### config.mk
export PLATFORM = sky130hd
export DESIGN_NAME = mesh_barrier_node
export DESIGN_NICKNAME = d
export VERILOG_FILES = /design/src/rtl/mesh_barrier_node.sv
export SDC_FILE = /design/constraint.sdc
export NUM_CORES = 1
export LEC_CHECK = 0
export BUFFER_PORTS_ARGS = -buffer_cell sky130_fd_sc_hd__buf_2
export CAP_MARGIN = 40
export CORE_MARGIN = 2
export CORE_UTILIZATION = 51
export DETAILED_ROUTE_END_ITERATION = 10
export HOLD_SLACK_MARGIN = 0.15
export PLACE_DENSITY_LB_ADDON = 0.12
export SKIP_LAST_GASP = 1
export SLEW_MARGIN = 40
export SYNTH_ARGS = -nofsm -noshare
export SYNTH_HDL_FRONTEND = slang
export SYNTH_SLANG_ARGS = --single-unit
### constraint.sdc
create_clock -name clk -period 4.8 [get_ports clk]
set_clock_uncertainty 0.15 [all_clocks]
set_input_delay 0.24 -clock clk [delete_from_list [all_inputs] [get_ports clk]]
set_output_delay 0.24 -clock clk [all_outputs]
set_load 0.01 [all_outputs]
### src/rtl/mesh_barrier_node.sv
`timescale 1ns/1ps
module mesh_barrier_node #(
  parameter int NCOLS  = 4,
  parameter int NROWS  = 4,
  parameter int COL    = 0,
  parameter int ROW    = 0,
  parameter int STEP_W = 16
) (
  input  logic              clk,
  input  logic              rst_n,
  input  logic              work_done,
  input  logic              spikes_idle,
  input  logic              hold_req,
  input  logic              hold_release,
  output logic              hold_active,
  input  logic [3:0]        tok_in_valid,
  input  logic [3:0]        tok_in_kind,
  output logic [3:0]        tok_in_ready,
  output logic [3:0]        tok_out_valid,
  output logic [3:0]        tok_out_kind,
  input  logic [3:0]        tok_out_ready,
  output logic [STEP_W-1:0] step_count,
  output logic              step_advance
);
  localparam bit IS_ROOT = (COL == 0) && (ROW == 0);
  localparam bit HAS_E   = (COL < NCOLS - 1);
  localparam bit HAS_N   = (COL == 0) && (ROW < NROWS - 1);
  localparam logic [3:0] KIDS   = {HAS_N, 1'b0, HAS_E, 1'b0};
  localparam logic [3:0] UPLINK = IS_ROOT ? 4'b0000 : ((COL > 0) ? 4'b0001 : 4'b0100);

  typedef enum logic [2:0] {RUN, UP, WAIT_ADV, HOLD, DOWN} phase_t;

  phase_t            st;
  logic              work_seen, hold_pend, adv_q;
  logic [3:0]        kin, kout;
  logic [STEP_W-1:0] step_q;
  logic [3:0]        in_take, out_take;
  logic              gathered, down_done;

  assign tok_in_ready  = (KIDS & ~kin & ~tok_in_kind) | (UPLINK & tok_in_kind & {4{st == WAIT_ADV}});
  assign in_take       = tok_in_valid & tok_in_ready;
  assign tok_out_valid = ({4{st == UP}} & UPLINK) | ({4{st == DOWN}} & KIDS & ~kout);
  assign tok_out_kind  = {4{st == DOWN}};
  assign out_take      = tok_out_valid & tok_out_ready;
  assign gathered      = work_seen && ((kin & KIDS) == KIDS) && spikes_idle;
  assign down_done     = (((kout | out_take) & KIDS) == KIDS);
  assign hold_active   = (st == HOLD);
  assign step_count    = step_q;
  assign step_advance  = adv_q;

  always_ff @(posedge clk) begin
    if (!rst_n) begin
      st        <= RUN;
      work_seen <= 1'b0;
      hold_pend <= 1'b0;
      adv_q     <= 1'b0;
      kin       <= 4'b0;
      kout      <= 4'b0;
      step_q    <= '0;
    end else begin
      adv_q <= 1'b0;
      kin   <= kin | (in_take & KIDS);
      if (st == RUN && work_done) work_seen <= 1'b1;
      if (IS_ROOT && hold_req) hold_pend <= 1'b1;
      case (st)
        RUN: if (gathered) begin
          kin       <= 4'b0;
          work_seen <= 1'b0;
          if (!IS_ROOT) st <= UP;
          else if (hold_pend || hold_req) begin
            st        <= HOLD;
            hold_pend <= 1'b0;
          end else st <= DOWN;
        end
        UP:       if (|out_take) st <= WAIT_ADV;
        WAIT_ADV: if (|(in_take & UPLINK)) st <= DOWN;
        HOLD:     if (hold_release) st <= DOWN;
        DOWN: begin
          kout <= kout | (out_take & KIDS);
          if (down_done) begin
            kout   <= 4'b0;
            st     <= RUN;
            step_q <= step_q + 1'b1;
            adv_q  <= 1'b1;
          end
        end
        default: st <= RUN;
      endcase
    end
  end

  p_leave_when_ready_r3: assert property (@(posedge clk) disable iff (!rst_n)
    ($past(st) == RUN && st != RUN) |-> $past(spikes_idle && work_seen));
  p_offer_held_r5: assert property (@(posedge clk) disable iff (!rst_n)
    ((tok_out_valid & ~tok_out_ready) != 4'b0) |=>
      ((tok_out_valid & $past(tok_out_valid & ~tok_out_ready)) == $past(tok_out_valid & ~tok_out_ready)));
  p_kind_held_r5: assert property (@(posedge clk) disable iff (!rst_n)
    ((tok_out_valid & ~tok_out_ready) != 4'b0) |=>
      ((tok_out_kind & $past(tok_out_valid & ~tok_out_ready)) == ($past(tok_out_kind) & $past(tok_out_valid & ~tok_out_ready))));
  p_parent_gates_r6: assert property (@(posedge clk) disable iff (!rst_n)
    (st == DOWN && $past(st) == WAIT_ADV) |-> $past(|(tok_in_valid & UPLINK & tok_in_kind)));
  p_step_inc_r7: assert property (@(posedge clk) disable iff (!rst_n)
    step_advance |-> (step_count == STEP_W'($past(step_count) + 1'b1)));
  p_step_still_r7: assert property (@(posedge clk) disable iff (!rst_n)
    !step_advance |-> $stable(step_count));
  p_single_pulse_r8: assert property (@(posedge clk) disable iff (!rst_n)
    step_advance |=> !step_advance);
  p_hold_silent_r9: assert property (@(posedge clk) disable iff (!rst_n)
    hold_active |-> (tok_out_valid == 4'b0));
endmodule

# Yosys cells after proc, flatten, opt, wreduce, memory -nomap -nowiden
# Index checks and enable logic that the tools add are counted.
dict set report op_classes {
  add_sub_neg 1
  n_eq_ne 10
  mux 17
  bitwise_logic 11
  reduce_logical 9
}
# cell count
set ops {}
lappend ops {{$add A16 B1 Y16 const B} 1}
lappend ops {{$and A4 B4 Y4} 4}
lappend ops {{$mux W3} 5}
lappend ops {{$pmux W3 S5} 1}
lappend ops {{$mux W4} 3}
lappend ops {{$not A4 Y4} 3}
lappend ops {{$or A4 B4 Y4} 3}
lappend ops {{$mux W1} 8}
lappend ops {{$eq A3 B2 Y1 const B} 2}
lappend ops {{$reduce_and A5 Y1} 1}
lappend ops {{$eq A2 B2 Y1 const B} 2}
lappend ops {{$ne A2 B1 Y1 const B} 2}
lappend ops {{$ne A2 B2 Y1 const B} 2}
lappend ops {{$reduce_and A2 Y1} 2}
lappend ops {{$reduce_or A4 Y1} 1}
lappend ops {{$eq A3 B1 Y1 const B} 1}
lappend ops {{$eq A3 B3 Y1 const B} 1}
lappend ops {{$logic_and A1 B1 Y1} 3}
lappend ops {{$logic_not A3 Y1} 1}
lappend ops {{$logic_or A1 B1 Y1} 1}
lappend ops {{$not A1 Y1} 1}
dict set report totals {
  ff_bits 30
  wordCells 55
}

# Logic depth before layout (Yosys ltp)
dict set report depth {
  ltp_word 7
  mapped_depth 7
}

# Worst setup path before layout
# No wires, ideal clock.
dict set report synth_timing {
  path_kind {reg-to-reg}
  from {reg st[1]}
  to {reg step_q[13] (netlist: step_count[13])}
  arrival_ns 2.078
  required_ns 4.579
  slack_ns 2.502
  stages_incl_launch_ff 8
  period_less_slack_ns 2.298
  cell_sequence {dfxtp_1 > buf_6 > or3b_1 > buf_2 > or4_4 > buf_6 > or4_1 > a21oi_1}
}
dict set report synth_via {
  elab_chain_len 6
}
# item line_no
set synth_lines {}
lappend synth_lines {{from (decl)} 33} ;# phase_t st;
lappend synth_lines {{from (signal assigned)} 53} ;# st <= RUN;
lappend synth_lines {{from (signal assigned)} 69} ;# if (!IS_ROOT) st <= UP;
lappend synth_lines {{from (signal assigned)} 71} ;# st <= HOLD;
lappend synth_lines {{$eq A3 B3 Y1 *} {42, 65}}
lappend synth_lines {{$and A4 B4 Y4} 42} ;# assign tok_out_valid = ({4{st == UP}} & UPLINK) | ({4{st == DOWN}} & KIDS & ~kout);
lappend synth_lines {{$and A4 B4 Y4} 44} ;# assign out_take = tok_out_valid & tok_out_ready;
lappend synth_lines {{$or A4 B4 Y4} 46} ;# assign down_done = (((kout | out_take) & KIDS) == KIDS);
lappend synth_lines {{$eq A2 B2 Y1} 46}
lappend synth_lines {{$reduce_and A2 Y1 (no line) *} --}
lappend synth_lines {{to (signal assigned)} 83} ;# step_q <= step_q + 1'b1;
lappend synth_lines {{to (decl)} 36} ;# logic [STEP_W-1:0] step_q;
# Every way passes the cells marked *; elsewhere a longest branch is shown, timed or not.
# A chain may end at the register's enable or synchronous reset.

# Worst setup path in the final report
dict set report layout_timing {
  from {reg st[2]}
  to {reg st[0]}
}
dict set report layout_via {
  elab_chain_len 7
  elab_cells_between_ends 17
}
# item line_no
set layout_lines {}
lappend layout_lines {{$eq A3 B3 Y1} {42, 65}}
lappend layout_lines {{$and A4 B4 Y4} 42}
lappend layout_lines {{$and A4 B4 Y4} 44}
lappend layout_lines {{$or A4 B4 Y4} 46}
lappend layout_lines {{$eq A2 B2 Y1} 46}
lappend layout_lines {{$ne A2 B1 Y1 (no line)} --}
lappend layout_lines {{$reduce_and A5 Y1 (no line)} --}
# Parallel ways exist; a longest one is shown, timed or not.

==> impl_metrics.toml <==
[place]
dp_hpwl_microns = 1760
dp.cells = 207
pre_cts_slack_ns = 2.35
port_buffers = 37
place.gp.congestion = 0.715

[critical_path]
critPathKind = "register to register"
reg2regPathDepth = 6
worstSetupEndpointType = "register"
cp_max_fo = 15
cp.arrival_ns = 2.68
crit_start = "st[2]"
r2r_setup_slack_ns = 2.21
worstSetupEndpoint = "st[0]"
crit_path_start_kind = "register"
r2r_end = "st[0]"
required_ns = 4.89
rr_startpoint = "st[2]"

[pwr]
p_leak_nw = 0.671
p_sw_share_pct = 22.8
power_mw = 0.424
peakVddDrop_mv = 0.171
power.share.clock_pct = 35.8
p_switching_mw = 0.0965
intPower_mw = 0.327
seq_power_share_pct = 53.6
powerDensity_nw_per_um2 = 271
power_frac_comb_pct = 10.6

[synth]
yosysWarnings = 0
synth.ff_latch_count = 26
yosysSeqAreaShare_pct = 42.0
netlist_area_sq_um = 1240
ys_types = 32
synth_area_leaders = "dfxtp_1 42%, nor2_1 7.3%, xnor2_1 4.9%"
synthArstFlopShare_pct = 0
yosys.area.top_type = "dfxtp_1"
synth_ff_type = "dfxtp_1"
netlist.area_leader.share_pct = 42.0
synthCells = 153
synth_edf_count = 0
syn_area_per_cell_sq_um = 8.10

[floorplan]
initial_core_util_pct = 54.9
rows = 17
die-area_sq_um = 2840
coreArea_sq_um = 2250
dieWidth_microns = 53.3
num_io_pins = 48
die_y_microns = 53.3

[cts]
worstSkewPairLatency_ns = 0.33
cts.clk_slew.worst_paths_ns = 0.15
cts_buffer_depth = 2
cts_inserted_buffers = 3
cts_tree = "built"
cts_root_buffer = "clkbuf_4"
ctsHtreeMaxLevel = 1
cts_resized = 0
cts_sinks = 26

[timing]
slew_headroom_pct = 50.4
finalSetupViolCount = 0
rsz0062_at_grt = "false"
fmax_mhz = 386
tightest_slew_ns = 0.735
hold_violations = 0
worst_slack_ns = 2.21
setup_tns_ns = 0
final.period_utilization_pct = 54.0
slew_violations = 0
fin_crit_ns = 2.59

[drt]
drt_iter0_drc = 19
vias_per_cell = 5.33
vias = 1193
firstDrtPassIters = 4
wl_microns = 2610
drc = 0
avgRoutedWirePerCell_microns = 11.6
ant_nets = 0

[grt]
grt_pass1_vias = 1040
grt.total_usage_pct = 20.5
grt_pass1_wl_microns = 4280
gr-total-overflow = 0
antenna_found_initial = 0
grt_max_degree = 18

[final_layout]
final_util_pct = 69.4
drive_above_1_share_pct = 21.9
post_layout_nonfiller_instances = 224
syn_to_final_growth_pct = 26.3
fillCellCount = 199
num_antenna_cells = 0
layout.nets = 216

[min_path]
hold_path.class = "input port to register"

[run_status]
outcome = "finished, final reports clean"

[run]
max_cap_viol_count = 0
## layout make-up
type / count / area, sq um / share of cell area [%]
flip-flops and latches: 26 / 520 / 33.3
clock inverters: 1 / 30.0 / 1.92
well taps: 28 / 35.0 / 2.24
clock buffers: 3 / 22.5 / 1.44
repair buffers: 50 / 315 / 20.2
inverters: 8 / 30.0 / 1.92
multi-input cells: 108 / 611 / 39.0
## synth_stat cells, types with 3 or more instances
cell and instances:
o21ai_0 7, xnor2_1 7, a21oi_1 12, nor4_1 3, o31ai_1 3, dfxtp_1 26, nor3_1 5, or3_1 5
nand2_1 10, clkbuf_1 4, nand3_1 5, buf_4 7, nor2_1 24, inv_1 7, nand4_1 4
## layout by cell type (no fill, tap or decap), drive strengths merged, types with 3 or more instances in the layout
| master | netlist | routed |
|---|---|---|
| a21oi | 12 | 12 |
| buf | 10 | 37 |
| clkbuf | 4 | 3 |
| conb | 1 | 4 |
| dfxtp | 26 | 26 |
| dlygate4sd3 | 0 | 13 |
| inv | 7 | 7 |
| nand2 | 10 | 10 |
| nand3 | 5 | 5 |
| nand4 | 4 | 4 |
| nor2 | 24 | 24 |
| nor3 | 5 | 5 |
| nor4 | 3 | 3 |
| o21ai | 7 | 7 |
| o31ai | 3 | 3 |
| or3 | 5 | 5 |
| or4 | 3 | 3 |
| xnor2 | 7 | 7 |
## worst min-delay path by stage
stage	from	endpoint	slack (ns)	depth (start not counted)
final	spikes_idle	hold_pend	0.23	4
after global routing	spikes_idle	work_seen	0.27	4
after CTS	spikes_idle	hold_pend	0.22	4
after detailed placement	hold_pend	hold_pend	0.30	2
after global placement	hold_pend	hold_pend	0.29	2
after floorplan	hold_req	hold_pend	0.22	2
## kinds of logic (layout without fill, tap and decap cells)
kind of cell,count (synthesis),after routing,synth area share [%]
AO/OA/AOI/OAI,29,29,13.8
buffers and inverters,22,62,10.1
flip-flops,26,26,42.0
multiplexers,2,2,1.62
XOR/XNOR,7,7,4.95
AND/OR/NAND/NOR,65,65,26.2
other,1,4,0.303
adder cells (fa/ha/maj),1,1,1.01
## routing by layer
metal / GRT usage [%] / vias to the layer above / wire, microns
li1: - / 609 / -
met1: 25.3 / 547 / 1240
met2: 35.4 / 33 / 1240
met3: 2.54 / 4 / 92
met4: 8.97 / 0 / 37
met5: 0 / - / 0
## through the flow
stage	hold slack, ns	instance area (sq um)
6_report	0.233	1560
5_1_grt	0.272	1560
4_1_cts	0.223	1560
3_5_place_dp	0.303	1380
3_3_place_gp	0.291	1380
2_1_floorplan	0.224	1250
## power by group through the flow
| stage | clock network, mW | registers (mW) | logic [mW] |
|---|---|---|---|
| 3_5_place_dp | 0 | 0.232 | 0.0356 |
| 5_1_grt | 0.161 | 0.228 | 0.0509 |
| 2_1_floorplan | 0 | 0.229 | 0.0304 |
| 6_report | 0.152 | 0.227 | 0.0450 |
| 4_1_cts | 0.155 | 0.227 | 0.0444 |
| 3_3_place_gp | 0 | 0.231 | 0.0347 |
## worst max-delay path, stage by stage (launching register included)
cell	delay, ns
dfxtp_1	0.45
or3b_1	0.58
inv_1	0.27
nand2_1	0.09
o311ai_0	0.20
o22ai_1	0.17
dlygate4sd3_1	0.59
## timing repair
| action | CTS | global route |
|---|---|---|
| setup buffers | 0 | 0 |
| hold buffers | 13 | 0 |
| setup endpoints to repair | 0 | 0 |
| hold endpoints to repair | 11 | 0 |
## registers in the layout (all words and copies together), names as in the netlist
| register | count |
|---|---|
| kin | 2 |
| st | 3 |
| work_seen | 1 |
| step_advance | 1 |
| hold_pend | 1 |
| step_count | 16 |
| kout | 2 |
No activity file was read; power rests on OpenSTA's default activity.
